File: src/rtl/bp_pkg.sv
package bp_pkg;
  // Update strobes that the control half hands to the datapath each cycle.
  typedef struct packed {
    logic cntUp;      // raise the addressed counter (saturating)
    logic cntDown;    // lower the addressed counter (saturating)
    logic histShift;  // shift one outcome into the global history
    logic btbFill;    // write tag and target into the indexed entry
    logic btbDrop;    // invalidate the indexed entry if its tag matches
  } bpUpd_t;
endpackage

File: src/rtl/bp_ctrl.sv
module bp_ctrl
  import bp_pkg::*;
(
  input  logic   resIsBranch,
  input  logic   resTaken,
  output bpUpd_t upd
);
  always_comb begin
    upd.cntUp     = resIsBranch &  resTaken;
    upd.cntDown   = resIsBranch & ~resTaken;
    upd.histShift = resIsBranch;
    upd.btbFill   = resIsBranch &  resTaken;
    upd.btbDrop   = resIsBranch & ~resTaken;
  end
endmodule

File: src/rtl/bp_datapath.sv
module bp_datapath
  import bp_pkg::*;
#(
  parameter int PC_W   = 32,
  parameter int IDX_W  = 4,
  parameter int HIST_W = 2,
  parameter int BTB_W  = 3
) (
  input  logic            clk,
  input  logic            rst_n,
  input  bpUpd_t          upd,
  input  logic [PC_W-1:0] fetchPc,
  input  logic [PC_W-1:0] resPc,
  input  logic [PC_W-1:0] resTarget,
  output logic [PC_W-1:0] predNextPc,
  output logic            predTaken
);
  localparam int CIDX_W = HIST_W + IDX_W;
  localparam int CNT_N  = 1 << CIDX_W;
  localparam int BTB_N  = 1 << BTB_W;

  logic [1:0]        cntTab [CNT_N];
  logic [HIST_W-1:0] hist;
  logic              btbV   [BTB_N];
  logic [PC_W-1:0]   btbTag [BTB_N];
  logic [PC_W-1:0]   btbTgt [BTB_N];

  logic [CIDX_W-1:0] rdIdx, wrIdx;
  logic [BTB_W-1:0]  rdB, wrB;

  assign rdIdx = {hist, fetchPc[IDX_W+1:2]};
  assign wrIdx = {hist, resPc[IDX_W+1:2]};
  assign rdB   = fetchPc[BTB_W+1:2];
  assign wrB   = resPc[BTB_W+1:2];

  // Direction counters, one register pair per entry.
  for (genvar g = 0; g < CNT_N; g++) begin : gCnt
    logic sel;
    assign sel = (wrIdx == CIDX_W'(g));
    always_ff @(posedge clk) begin
      if (!rst_n)                                    cntTab[g] <= 2'b01;
      else if (sel && upd.cntUp   && cntTab[g] != 2'b11) cntTab[g] <= cntTab[g] + 2'b01;
      else if (sel && upd.cntDown && cntTab[g] != 2'b00) cntTab[g] <= cntTab[g] - 2'b01;
    end
  end

  // Global history: newest outcome enters at bit 0.
  always_ff @(posedge clk) begin
    if (!rst_n)              hist <= '0;
    else if (upd.histShift)  hist <= HIST_W'({hist, upd.cntUp});
  end

  // Direct-mapped target buffer.
  for (genvar b = 0; b < BTB_N; b++) begin : gBtb
    logic sel;
    assign sel = (wrB == BTB_W'(b));
    always_ff @(posedge clk) begin
      if (!rst_n) begin
        btbV[b]   <= 1'b0;
        btbTag[b] <= '0;
        btbTgt[b] <= '0;
      end else if (sel && upd.btbFill) begin
        btbV[b]   <= 1'b1;
        btbTag[b] <= resPc;
        btbTgt[b] <= resTarget;
      end else if (sel && upd.btbDrop && btbTag[b] == resPc) begin
        btbV[b]   <= 1'b0;
      end
    end
  end

  // Lookup reads registered state, so same-cycle updates are not visible.
  logic [1:0] curCnt;
  logic       btbHit;
  always_comb begin
    curCnt     = cntTab[rdIdx];
    btbHit     = btbV[rdB] && (btbTag[rdB] == fetchPc);
    predTaken  = curCnt[1];
    predNextPc = (curCnt[1] && btbHit) ? btbTgt[rdB] : fetchPc + PC_W'(4);
  end
endmodule

File: src/rtl/twolvl_predictor.sv
module twolvl_predictor
  import bp_pkg::*;
#(
  parameter int PC_W   = 32,
  parameter int IDX_W  = 4,
  parameter int HIST_W = 2,
  parameter int BTB_W  = 3
) (
  input  logic            clk,
  input  logic            rst_n,
  input  logic [PC_W-1:0] fetchPc,
  input  logic            resIsBranch,
  input  logic [PC_W-1:0] resPc,
  input  logic            resTaken,
  input  logic [PC_W-1:0] resTarget,
  output logic [PC_W-1:0] predNextPc,
  output logic            predTaken
);
  bpUpd_t upd;

  bp_ctrl u_ctrl (
    .resIsBranch (resIsBranch),
    .resTaken    (resTaken),
    .upd         (upd)
  );

  bp_datapath #(
    .PC_W   (PC_W),
    .IDX_W  (IDX_W),
    .HIST_W (HIST_W),
    .BTB_W  (BTB_W)
  ) u_dp (
    .clk        (clk),
    .rst_n      (rst_n),
    .upd        (upd),
    .fetchPc    (fetchPc),
    .resPc      (resPc),
    .resTarget  (resTarget),
    .predNextPc (predNextPc),
    .predTaken  (predTaken)
  );
endmodule

File: config.mk
export PLATFORM = sky130hd
export DESIGN_NAME = twolvl_predictor
export DESIGN_NICKNAME = d
export VERILOG_FILES = /design/src/rtl/bp_pkg.sv /design/src/rtl/bp_ctrl.sv /design/src/rtl/bp_datapath.sv /design/src/rtl/twolvl_predictor.sv
export SDC_FILE = /design/constraint.sdc
export NUM_CORES = 2
export LEC_CHECK = 0
export ABC_AREA = 1
export CORE_MARGIN = 2
export CORE_UTILIZATION = 55
export CTS_CLUSTER_DIAMETER = 60
export DETAILED_ROUTE_END_ITERATION = 12
export DONT_BUFFER_PORTS = 1
export PLACE_DENSITY = 0.7
export SETUP_SLACK_MARGIN = 0.05
export SLEW_MARGIN = 20
export SYNTH_ARGS = -nofsm -noshare
export SYNTH_HDL_FRONTEND = slang
export SYNTH_SLANG_ARGS = --single-unit
File: constraint.sdc
create_clock -name clk -period 3.3 [get_ports clk]
set_input_delay 0.33 -clock clk [delete_from_list [all_inputs] [get_ports clk]]
set_output_delay 0.33 -clock clk [all_outputs]
set_load 0.05 [all_outputs]
==> results.md <==
- DRT antenna net count: 0
- CP Class: input port to output pin
- Non-filler instance count after layout: between 5000 and 6000
- Antenna violations before repair: 3
- Post-DR wirelength/cell: between 20 and 25 µm
- Worst setup SP type: input port
- Path type of the worst min-delay path: input port to register
- CTS tree: yes
- Die Area: approximately 70000 µm²
- CP top delay family: simple AND/OR/NAND/NOR gates
- Gate count after technology mapping: 4606
- Worst Path Buf+Inv: 4
- Synth top area cells: edfxtp_1, nand2_1, nor2_1
- Inst Count DP: between 5000 and 6000
- Fin. max-slew vios: 0
- Synth cell types: 46
- Post-synth EDFFs: ~650
- Setup WS pre-CTS: 0.105 ns
- Dpl hpwl: 86800 µm
- Clock skew: around 0.015 ns
- Final hold vios: 0
- RePlAce Congestion: a little over 1
- # setup viols final: 32
- CTS Buffer Depth: 3
- Cell taking the most area after synthesis: edfxtp_1
- Max IR drop VDD: around 0.44 mV
- Largest net degree at the start of global routing: between 300 and 400
- Detailed Route WL: 131000 µm
- Leak pwr: roughly 0.018 µW
- CTS Sinks: 650
- Fraction of registers with async set/reset: 0%
- Req. time, crit path: 2.97 ns
- Root Driver: clkbuf_16
- Core Box Area: 68900 µm²
- Most frequent cells in the layout: nand2_1, nor2_1, edfxtp_1
- Area of the mapped netlist: between 30000 and 40000 µm²
- Period minus WS final: approximately 3.6 ns
- Sequential element share of the synthesized area: about half
- Layout Nets: about 4800
- Max Clk Rate: around 0.28 GHz
- Status: finished with violations
- Failing checks: negative setup slack
- Reg-to-reg slack, setup: 0.71 ns
- H-tree lvl count: 3
- Vias in the first global route: ~31000
- Die height: about 270 µm
- Num rows: 96
- First-pass GRT wire length: 194000 µm
- Via/cell ratio: 5.96
- CP Max Fanout: ~320
- Via count: 33300
- Synth Flop Type: edfxtp_1
- Number of synthesized register bits: between 600 and 700
- Pre-Repair DR Iteration Count: 6
- Setup TNS: -7.08 ns
- Min setup slack post-route: -0.297 ns
- Crit path largest cell delay: 0.52 ns
- Clock Latency Late Sink: ~0.63 ns
- Least-Margin Pin Slew: ~1.0 ns
- Cell Chain, Critical Path: inv_8, buf_4, nand2_1, nand3_1, nand3_1, nand3_1, nand2_1, nor2_1, nand2_1, nor2_1, nand2_2, nor2_4, buf_12, nor2_1, nor2_2, buf_6
- Syn. warnings: 0
- PD cells: around 470 nW/µm²
- Util after Layout: roughly 63%
- Layout cell share with drive strength beyond 1: 9.80%
- DRC: 0
- Most common cell after layout, fill and taps aside: nand2_1
- Slowest cell on the critical path: inv_8
- Die width: between 200 and 300 µm
- Final hold slack: 0.0179 ns
- Ports: around 130
- Starting Density: 55.8%
- Grt total ovfl: 0
- Cts bufs inserted: 73
- Avg Synthesized Cell Area: roughly 8.4 µm²
- Final period utilization: 109%
- Iteration-0 DRC Markers: 4173
- Worst EP arrival: roughly 3.3 ns
- Synth top area share: approximately half
- Crit end category: output pin
- Gr usage total: around 36%
- Worst-path clk slew: 0.06 ns
- Slew HR: just over 30%
- Max Cap Violations: 0
- IO buf count: 0
- RSZ-0062 raised after global routing: yes
- Area grow syn2layout: 12.2%
flip-flops by register name, summed over array words and instances (netlist names):
register / cells
u_dp.btbTgt: 256
u_dp.cntTab: 128
u_dp.btbV: 8
u_dp.hist: 2
u_dp.btbTag: 256
layer usage:
layer  routed length, µm  vias up  part of all wire (%)  global-route usage (%)
li1                    -    15200                     -                       -
met1               50400    15700                    38                    48.5
met2               57600     1983                    44                    54.8
met3               15900      403                    12                    9.17
met4                7240        2                   5.5                    18.1
met5                  11        -                0.0084                       0
through the flow:
step	instance area, µm²	power, µW
floorplan	38500	11500
global placement	39900	12200
detailed placement	39900	12200
CTS	42600	20300
global route	43200	20900
finish	43200	20400
final timing paths:
kind | start | end | cells past startpoint
max | fetchPc[2] | predNextPc[20] | 16
min | resTarget[31] | u_dp.btbTgt[7][31]$_SDFFCE_PN0P_ | 2
max reg2reg | u_dp.btbTag[3][11]$_SDFFCE_PN0P_ | u_dp.btbV[3]$_SDFFCE_PP0P_ | 6
min reg2reg | u_dp.btbV[4]$_DFF_P_ | u_dp.btbV[4]$_DFF_P_ | 2
cells in the mapped netlist (2+ instances only):
| cell | count |
|---|---|
| nand2_1 | 943 |
| nor2_1 | 864 |
| edfxtp_1 | 647 |
| inv_1 | 539 |
| nand3_1 | 296 |
| o21ai_0 | 214 |
| clkbuf_1 | 182 |
| ha_1 | 127 |
| xor2_1 | 114 |
| nor3_1 | 103 |
| nand4_1 | 69 |
| a21oi_1 | 67 |
| nor4_1 | 62 |
| o22ai_1 | 59 |
| xnor2_1 | 36 |
| a32o_1 | 32 |
| buf_2 | 32 |
| buf_1 | 31 |
| o211ai_1 | 24 |
| or2_2 | 20 |
| nand3b_1 | 17 |
| buf_6 | 16 |
| clkinv_1 | 14 |
| o31ai_1 | 14 |
| buf_4 | 13 |
| o21ai_1 | 10 |
| nor3_2 | 8 |
| o311ai_0 | 8 |
| o2111ai_1 | 6 |
| a221oi_1 | 5 |
| mux2i_1 | 5 |
| a31oi_1 | 3 |
| dfxtp_1 | 3 |
| inv_2 | 3 |
| o221ai_1 | 3 |
| o41ai_1 | 3 |
| or4_1 | 3 |
| a2111oi_0 | 2 |
| nor2_2 | 2 |
logic make-up (layout without fill, tap and decap cells):
logic type               count (synthesis)  after routing  synth area share [%]
XOR/XNOR                               150            150                  3.41
other                                    1             15               0.00975
AO/OA/AOI/OAI                          452            452                  7.02
flip-flops                             650            650                  50.7
adder cells (fa/ha/maj)                127            127                  4.13
multiplexers                             5              5                 0.130
buffers and inverters                  830            855                  8.64
AND/OR/NAND/NOR                       2391           2391                  26.0
power by group:
part	total (µW)	leakage, µW	switching [µW]	internal (µW)
registers	9740	0.00610	222	9520
logic	2510	0.0107	1720	783
clock network	8150	0.00115	3530	4620
cell type report:
| class | count | area (µm²) |
|---|---|---|
| fillers | 6005 | 25800 |
| clock buffers | 96 | 2000 |
| flip-flops and latches | 650 | 19500 |
| inverters | 556 | 2110 |
| well taps | 931 | 1160 |
| repair buffers | 164 | 1780 |
| clock inverters | 39 | 347 |
| diodes | 3 | 7.51 |
| multi-input cells | 3137 | 16300 |
repair_timing:
action | in CTS | in global routing
pin swaps | 3 | 29
endpoints found under the setup margin | 32 | 32
hold buffers | 7 | 0
gates cloned | 1 | 0
gates resized for setup | 52 | 119
hold endpoints to repair | 126 | 0
setup buffers | 6 | 20
Power figures use the tool's default switching activity.
